## src/rtl/split_tenure_arbiter.sv

```systemverilog
module split_tenure_arbiter #(
  parameter int NM        = 8,
  parameter int TT_W      = 5,
  parameter int AONLY_BIT = 3,
  parameter int BURST_BIT = 1,
  parameter int BEATS     = 4
) (
  input  logic          clk,
  input  logic          rst_n,
  input  logic          rotate_en,
  input  logic [NM-1:0] req_n,
  input  logic          ts_n,
  input  logic [TT_W-1:0] tt,
  input  logic          addr_busy_n,
  input  logic          aack_n,
  input  logic          artry_n,
  input  logic          data_busy_n,
  input  logic          ta_n,
  output logic [NM-1:0] agnt_n,
  output logic [NM-1:0] dgnt_n
);
  localparam int IW = (NM > 1) ? $clog2(NM) : 1;
  localparam int BW = (BEATS > 1) ? $clog2(BEATS) : 1;

  logic [NM-1:0] req, agnt, dgnt;
  logic [IW-1:0] last, win, aown;
  logic          keep, aten, rwin, rw_need, dact;
  logic [BW-1:0] beat;
  logic [1:0]    q_cnt, n_cnt, q_ok, n_ok, q_bst, n_bst;
  logic [IW-1:0] q_own [2];
  logic [IW-1:0] n_own [2];
  logic          push, pop, drop, conf, unused_tt;

  assign req       = ~req_n;
  assign keep      = |(agnt & req);
  assign agnt_n    = ~agnt;
  assign dgnt_n    = ~dgnt;
  assign unused_tt = ^tt;

  assign push = !ts_n && !aten && !tt[AONLY_BIT];
  assign drop = rwin && rw_need && !artry_n;
  assign conf = rwin && rw_need && artry_n;
  assign pop  = dact && !ta_n && (!q_bst[0] || beat == BW'(BEATS - 1));

  always_comb begin
    int  idx;
    logic found;
    win   = last;
    found = 1'b0;
    for (int k = 0; k < NM; k++) begin
      idx = rotate_en ? (int'(last) + 1 + k) % NM : k;
      if (!found && req[idx[IW-1:0]]) begin
        win   = idx[IW-1:0];
        found = 1'b1;
      end
    end
  end

  always_comb begin
    aown = '0;
    for (int k = 0; k < NM; k++)
      if (agnt[k]) aown = IW'(k);
  end

  always_ff @(posedge clk) begin
    if (!rst_n) begin
      agnt    <= '0;
      last    <= '0;
      aten    <= 1'b0;
      rwin    <= 1'b0;
      rw_need <= 1'b0;
    end else begin
      rwin <= aten && !aack_n;
      if (!ts_n && !aten) begin
        aten    <= 1'b1;
        rw_need <= !tt[AONLY_BIT];
      end else if (aten && !aack_n) begin
        aten <= 1'b0;
      end
      if (!ts_n || aten || !addr_busy_n || q_cnt == 2'd2) agnt <= '0;
      else if (keep) agnt <= agnt;
      else if (|req) begin
        agnt <= NM'(1) << win;
        last <= win;
      end else agnt <= NM'(1) << last;
    end
  end

  always_comb begin
    n_own = q_own;
    n_ok  = q_ok;
    n_bst = q_bst;
    n_cnt = q_cnt;
    if (pop) begin
      n_own[0] = q_own[1];
      n_ok[0]  = q_ok[1];
      n_bst[0] = q_bst[1];
      n_ok[1]  = 1'b0;
      n_cnt    = n_cnt - 2'd1;
    end
    if (drop) n_cnt = n_cnt - 2'd1;
    if (conf && n_cnt != 2'd0) n_ok[n_cnt[1]] = 1'b1;
    if (push && n_cnt != 2'd2) begin
      n_own[n_cnt[0]] = aown;
      n_ok[n_cnt[0]]  = 1'b0;
      n_bst[n_cnt[0]] = tt[BURST_BIT];
      n_cnt           = n_cnt + 2'd1;
    end
  end

  always_ff @(posedge clk) begin
    if (!rst_n) begin
      q_cnt <= '0;
      q_ok  <= '0;
      q_bst <= '0;
      q_own <= '{default: '0};
    end else begin
      q_cnt <= n_cnt;
      q_ok  <= n_ok;
      q_bst <= n_bst;
      q_own <= n_own;
    end
  end

  always_ff @(posedge clk) begin
    if (!rst_n) begin
      dgnt <= '0;
      dact <= 1'b0;
      beat <= '0;
    end else if (pop) begin
      dgnt <= '0;
      dact <= 1'b0;
      beat <= '0;
    end else if (dact) begin
      if (!ta_n) beat <= beat + BW'(1);
    end else if (q_cnt != 2'd0 && q_ok[0] && data_busy_n) begin
      dgnt <= NM'(1) << q_own[0];
      dact <= 1'b1;
    end
  end

  AST_AGNT_ONEHOT: assert property (@(posedge clk) disable iff (!rst_n) $onehot0(~agnt_n));
  AST_DGNT_ONEHOT: assert property (@(posedge clk) disable iff (!rst_n) $onehot0(~dgnt_n));
  AST_TENURE_QUIET: assert property (@(posedge clk) disable iff (!rst_n) aten |=> (agnt_n == '1));
  AST_QUEUE_LIMIT: assert property (@(posedge clk) disable iff (!rst_n) q_cnt <= 2'd2);
  AST_FULL_BLOCKS: assert property (@(posedge clk) disable iff (!rst_n) (q_cnt == 2'd2) |=> (agnt_n == '1));
  AST_RETRY_REMOVES: assert property (@(posedge clk) disable iff (!rst_n) (drop && !pop) |=> (q_cnt == $past(q_cnt) - 2'd1));
  AST_DGNT_NEEDS_OK: assert property (@(posedge clk) disable iff (!rst_n) ((dgnt_n == '1) && !(q_cnt != 2'd0 && q_ok[0])) |=> (dgnt_n == '1));
  AST_DBUSY_HOLDS: assert property (@(posedge clk) disable iff (!rst_n) ((dgnt_n == '1) && !data_busy_n) |=> (dgnt_n == '1));
endmodule

```

## config.mk

```make
export PLATFORM = sky130hd
export DESIGN_NAME = split_tenure_arbiter
export DESIGN_NICKNAME = d
export VERILOG_FILES = /design/src/rtl/split_tenure_arbiter.sv
export SDC_FILE = /design/constraint.sdc
export NUM_CORES = 1
export LEC_CHECK = 0
export ABC_AREA = 1
export BUFFER_PORTS_ARGS = -buffer_cell sky130_fd_sc_hd__buf_2
export CAP_MARGIN = 40
export CORE_AREA = 2 2 71 73
export CTS_CLUSTER_DIAMETER = 150
export DETAILED_ROUTE_END_ITERATION = 8
export DIE_AREA = 0 0 73 75
export PLACE_DENSITY_LB_ADDON = 0.3
export SYNTH_ARGS = -nofsm -noshare
export SYNTH_HDL_FRONTEND = slang
export SYNTH_SLANG_ARGS = --single-unit
```

## constraint.sdc

```tcl
create_clock -name clk -period 7.4 [get_ports clk]
set_clock_uncertainty 0.05 [all_clocks]
set_input_delay 1.48 -clock clk [delete_from_list [all_inputs] [get_ports clk]]
set_output_delay 1.48 -clock clk [all_outputs]
set_load 0.05 [all_outputs]
```

==> flow_summary.yaml, run 1 <==
logic_synthesis:
  synth_compound_area_share_pct: 13.4
  synth.cell_area_sq_mm: 0.00285
  yosys.area.top_type: "dfxtp_1"
  synth-adder-area-share_pct: 3.07
  synth_nets: 483
  synth_top_family_by_area: "simple AND/OR/NAND/NOR gates"
  ys_ff_latch: 37
  muxShareOfSynthArea_pct: 0.351
  yosys_warnings: 0
  postSynthCellCount: 454
  yosys-top-cells-area: "dfxtp_1 (26%), nand2_1 (18%), nand3_1 (10%), inv_1 (7.6%), a21oi_1 (3.7%)"
  syn_avg_cell_area_sq_um: 6.29
  synth_top_area_share_pct: 26.0
  seq_area_frac_synth_pct: 26.0
  synthSimpleGateAreaFrac_pct: 45.2
  synth_xor_area_share_pct: 0.921
  ys_types: 40
layout:
  final_area_sq_mm: 0.00313
  fillers: 431
  layout-drive-gt1-share_pct: 17.8
  layout_commonest_cell: "nand2_1"
  final_cell_mix: "nand2_1 (136), inv_1 (58), nand3_1 (58)"
  post-route-util_pct: 67.1
  area_delta_synth_final_pct: 9.56
  antenna_cells: 0
  nNetsFinal: 518
power_and_ir_drop:
  power.total_uw: 567
  swShare_pct: 39.6
  p_int_uw: 343
  clock_power_share_pct: 24.8
  p_sw_uw: 224
  power_frac_seq_pct: 37.4
  p_comb_share_pct: 37.8
  leakagePower_uw: 0.00147
  powerDensity_mw_per_mm2: 181
  peakVddDrop_mv: 0.126
place:
  gp_congestion: 0.961
  dp_hpwl_um: 5430
  port_buffers: 34
  placed_area_sq_mm: 0.00304
clock_network:
  clk_path_buf_depth: 2
  cts.clk_slew.worst_paths_ps: 70
  cts.sinks: 37
  postCtsHoldBufs: 0
  post_cts_resized: 0
  cts_tree: "yes"
  h-tree-depth: 2
  insertion_delay_ps: 280
  cts-root-buf: "clkbuf_8"
  cts_setup_buffers: 0
  numCtsBuffers: 5
setup_path:
  reg2reg_slack_ps: 4300
  cp.arrival_ps: 4170
  reg2reg_to: "agnt[6]$_SDFFE_PP0N_"
  path_class: "in2reg"
  timing.rr.start: "last[0]$_SDFFE_PN0P_"
  critPathRequiredTime_ps: 7560
  cp_max_fo: 10
  rr_worst_depth: 17
  start_kind: "input port"
  end_kind: "flip-flop"
routing:
  dr_wl_met3_um: 602
  top_layer: "met4"
  firstDrtPassIters: 5
  routedWlPerCell_um: 13.1
  drt_iter0_markers: 216
  route.met2.wl_um: 3250
  wirelength_um: 7100
  wl_met1_um: 3180
  drc: 0
  post_drt_via_cell_ratio: 5.63
  dr_total_vias: 3056
  ant_nets: 0
run:
  maxCapViolCount: 0
sta:
  finalHoldViolations: 0
  slew_headroom_pct: 70.9
  fin_crit_ps: 4010
  rsz0062_at_grt: "no"
  setup_tns_ps: 0
  maxSlewViolCount: 0
  max_freq_ghz: 0.249
  period_share_pct: 54.2
  worst_slew_pin_slew_ps: 435
  setup_violations: 0
grt:
  grt_max_degree: 17
  grt_pass1_vias: 2708
  antenna_found_initial: 0
  grt_pass1_wl_um: 12100
  gr-total-overflow: 0
  grtUsageTotal_pct: 27.4
hold_path:
  whs_endpoint: "dgnt[0]$_SDFFE_PP0P_"
  hold-path-cell-count: 2
  hp-class: "reg2reg"
  min_from: "dgnt[0]$_SDFFE_PP0P_"
die:
  core_area_sq_mm: 0.00466
  num_rows: 25
  chipWidth_um: 73
  io-pin-count: 38
  die_h_um: 75
  die_area_sq_mm: 0.00548
  start_util_pct: 61.2
run_status:
  outcome: "finished, final reports clean"
## worst max path at each step
stage,startpoint,to,slack [ps]
after floorplan,ta_n,q_ok[1]$_SDFF_PN0_,3590
after global placement,ta_n,q_ok[1]$_SDFF_PN0_,3240
after detailed placement,ta_n,q_own[3]$_SDFF_PN0_,3180
after CTS,ta_n,q_ok[1]$_SDFF_PN0_,3400
after global routing,ta_n,q_own[3]$_SDFF_PN0_,3100
final,ta_n,q_ok[1]$_SDFF_PN0_,3390
## metrics by stage
step,instances,setup slack (ps),hold WS (ps)
6_report,543,3390,409
3_5_place_dp,536,3180,399
2_1_floorplan,454,3590,391
3_3_place_gp,535,3240,395
5_1_grt,543,3100,431
4_1_cts,543,3400,409
## cells by family (layout without fill, tap and decap cells)
kind of cell	after synthesis	count (layout)
buf+inv	76	111
simple gates	264	264
flops	37	37
xor+xnor	3	3
mux	1	1
fa+ha+maj	7	7
compound gates	66	66
## layer usage
layer  vias to the layer above  global-route usage, %
met1                      1343                   38.7
met5                         -                      0
met2                       145                   45.1
met4                         0                   4.94
met3                        11                   3.88
li1                       1557                      -
## registers in the layout (all words and copies together) (netlist names)
signal	cells
q_bst	2
dact	1
last	3
q_ok	2
q_own	6
beat	2
q_cnt	2
rwin	1
dgnt	8
agnt	8
aten	1
rw_need	1
## layout make-up
class,instances,area (sq um),area share (%)
Clock buffer,7,86.3,2.76
Inverter,69,262,8.36
Multi-Input combinational cell,341,1800,57.4
Sequential cell,37,741,23.7
Tap cell,54,67.6,2.16
Timing Repair Buffer,35,175,5.60
## worst max-delay path, stage by stage
cell and delay (ps):
buf_2 110, nor2_2 260, nand2_1 300, xor2_1 230, or2_2 310, nand2_1 190, inv_1 130, ha_1 220
or3b_2 470, or2_2 310, a21oi_1 150
## power by group through the flow
stage,clock [uW],sequential (uW),combinational (uW)
finish,140,212,215
detailed placement,0,216,209
floorplan,0,214,168
CTS,143,212,210
global placement,0,216,204
global route,151,213,241
## synthesized netlist by cell type
cell      number
nor4_1         2
ha_1           7
o22ai_1        4
nand2_1      136
nand4_1        5
inv_1         58
nand4_2        1
nand3_2        4
a21oi_2        1
inv_2          8
nor2_8         2
nor2_4         1
nor3_1         2
nand3_4        1
nand4_4        1
a22oi_1        1
o21ai_0       15
nor2_1        21
nand2_4        4
or3b_2         1
clkinv_1       2
buf_6          4
nand2_2       15
a211oi_1       9
o311ai_0       1
or2_2          2
o21ai_1        2
a31oi_1       12
dfxtp_1       37
and2_1         1
inv_4          1
a21oi_1       21
clkbuf_1       3
xor2_1         2
or2_1          1
xnor2_1        1
nand3b_1       2
mux2i_1        1
nand3_1       58
nor2_2         4
Note: power is estimated with default switching activity, not from simulation.
==> inputs of run 2 (changes only) <==
--- a/config.mk
+++ b/config.mk
@@ -8,10 +8,10 @@
 export ABC_AREA = 1
 export BUFFER_PORTS_ARGS = -buffer_cell sky130_fd_sc_hd__buf_2
 export CAP_MARGIN = 40
-export CORE_AREA = 2 2 71 73
+export CORE_AREA = 2 2 74 76
 export CTS_CLUSTER_DIAMETER = 150
 export DETAILED_ROUTE_END_ITERATION = 8
-export DIE_AREA = 0 0 73 75
+export DIE_AREA = 0 0 76 78
 export PLACE_DENSITY_LB_ADDON = 0.3
 export SYNTH_ARGS = -nofsm -noshare
 export SYNTH_HDL_FRONTEND = slang
==> constraint.sdc (replaced) <==
create_clock -name clk -period 4.2 [get_ports clk]
set_clock_uncertainty 0.05 [all_clocks]
set_input_delay 0.84 -clock clk [delete_from_list [all_inputs] [get_ports clk]]
set_output_delay 0.84 -clock clk [all_outputs]
set_load 0.05 [all_outputs]
==> run 2 against run 1 <==
Compared with the run above: setup slack got worse by 2500 ps; worst hold slack improved by 1.8 ps; utilization fell by 4.5 points; die area rose by 8.3%; flip-flop and latch count did not move; via count fell by 2.0%; count of clock-buffer cells in the layout fell by 1; non-clock buffer count did not move; final cell count rose by 3.1%; critical path type unchanged; largest power group is now sequential cells; highest routed layer unchanged.
==> flow_summary.yaml, run 2 (synthesis results as in run 1) <==
die:
  start_util_pct: 56.6
  die_h_um: 78
  chipWidth_um: 76
  core_area_sq_mm: 0.00504
  num_rows: 26
  die_area_sq_mm: 0.00593
  io-pin-count: 38
power_and_ir_drop:
  power_frac_seq_pct: 37.1
  swShare_pct: 39.9
  p_sw_uw: 401
  leakagePower_uw: 0.00148
  power.total_uw: 1010
  p_int_uw: 606
  powerDensity_mw_per_mm2: 319
  clock_power_share_pct: 25.8
  peakVddDrop_mv: 0.152
  p_comb_share_pct: 37.2
setup_path:
  slowest_delay_ps: 470
  path_class: "in2reg"
  cp_max_fo: 10
  end_kind: "flip-flop"
  critPathRequiredTime_ps: 4380
  cp_slowest_cell: "or3b_2"
  worstSetupStartpoint: "ta_n"
  cp.arrival_ps: 3460
  timing.rr.start: "last[0]$_SDFFE_PN0P_"
  path_cells: "buf_2, nor2_2, nand2_1, xor2_1, or2_2, nand2_1, inv_1, ha_1, or3b_2, or2_2, a21oi_1"
  start_kind: "input port"
layout:
  fillers: 486
  final_cell_mix: "nand2_1 (136), inv_1 (58), nand3_1 (58)"
  layout_commonest_cell: "nand2_1"
  antenna_cells: 0
  area_delta_synth_final_pct: 10.6
  finalNonFillerCells: 560
  nNetsFinal: 518
  layout-drive-gt1-share_pct: 18.2
  post-route-util_pct: 62.6
  top_regs: "agnt x8, dgnt x8, q_own x6"
place:
  dp.cells: 552
  port_buffers: 34
  gp_congestion: 0.921
  dp_hpwl_um: 5460
routing:
  routedWlPerCell_um: 12.2
  drt_iter0_markers: 156
  ant_nets: 0
  dr_total_vias: 2995
  wirelength_um: 6840
  drc: 0
  firstDrtPassIters: 5
  post_drt_via_cell_ratio: 5.35
clock_network:
  postCtsHoldBufs: 0
  cts.clk_slew.worst_paths_ps: 80
  cts.sinks: 37
  cts_setup_buffers: 0
  clk_path_buf_depth: 2
  h-tree-depth: 2
  cts-root-buf: "clkbuf_8"
  insertion_delay_ps: 290
  post_cts_resized: 0
  cts_tree: "yes"
  numCtsBuffers: 5
grt:
  grt_pass1_vias: 2684
  grt_pass1_wl_um: 11600
  grt_max_degree: 17
  grtUsageTotal_pct: 23.6
  gr-total-overflow: 0
  antenna_found_initial: 0
sta:
  setup_tns_ps: 0
  slew_headroom_pct: 72.7
  finalHoldViolations: 0
  fin_crit_ps: 3290
  period_share_pct: 78.2
  maxSlewViolCount: 0
  max_freq_ghz: 0.304
  whs_ps: 410
  worst_slew_pin_slew_ps: 410
  setup_violations: 0
  rsz0062_at_grt: "no"
hold_path:
  min_from: "dgnt[7]$_SDFFE_PP0P_"
  hp-class: "reg2reg"
run_status:
  outcome: "finished, final reports clean"
run:
  maxCapViolCount: 0
-- run 2: cell count changes in the layout (fill, tap and decap cells not counted), sizes merged --
| cell | delta |
|---|---|
| clkbuf | -1 |
| clkinv | +2 |
-- run 2: area by class of cell --
class | instances | area, sq um | share of cell area [%]
clock buffer | 6 | 82.6 | 2.62
clock inverter | 2 | 13.8 | 0.436
inverter | 69 | 262 | 8.28
multi-input combinational | 341 | 1800 | 56.9
sequential | 37 | 741 | 23.5
tap | 70 | 87.6 | 2.77
timing repair buffer | 35 | 175 | 5.55
-- run 2: path summary, 6_finish.rpt --
kind                            depth (start not counted)  slack [ps]                   end
worst max register to register                         19        1140  agnt[1]$_SDFFE_PP0N_
worst max-delay path                                   11         910    q_ok[1]$_SDFF_PN0_
worst min register to register                          2         410  dgnt[7]$_SDFFE_PP0P_
worst min-delay path                                    2         410  dgnt[7]$_SDFFE_PP0P_
-- run 2: through the flow --
stage	cell area, sq um	worst slack [ps]
6_report	3160	914
5_1_grt	3160	613
4_1_cts	3160	942
3_5_place_dp	3060	644
3_3_place_gp	3060	731
2_1_floorplan	2850	1030
-- run 2: power by group through the flow --
stage | logic, uW | registers [uW] | clock network (uW)
6_report | 374 | 374 | 260
5_1_grt | 423 | 375 | 282
4_1_cts | 370 | 374 | 264
3_5_place_dp | 369 | 382 | 0
3_3_place_gp | 360 | 381 | 0
2_1_floorplan | 296 | 378 | 0
-- run 2: layer usage --
layer	wire length, um	vias up	track usage [%]
li1	-	1561	-
met1	3110	1337	30.6
met2	3290	85	40.7
met3	351	12	3.02
met4	86	0	7.82
met5	0	-	0
-- run 2: worst max-delay path: cells and delay by family --
family          cells  cell delay [ps]
xor+xnor            1              240
compound gates      1              120
simple gates        6             1820
fa+ha+maj           1              200
buf+inv             2              230
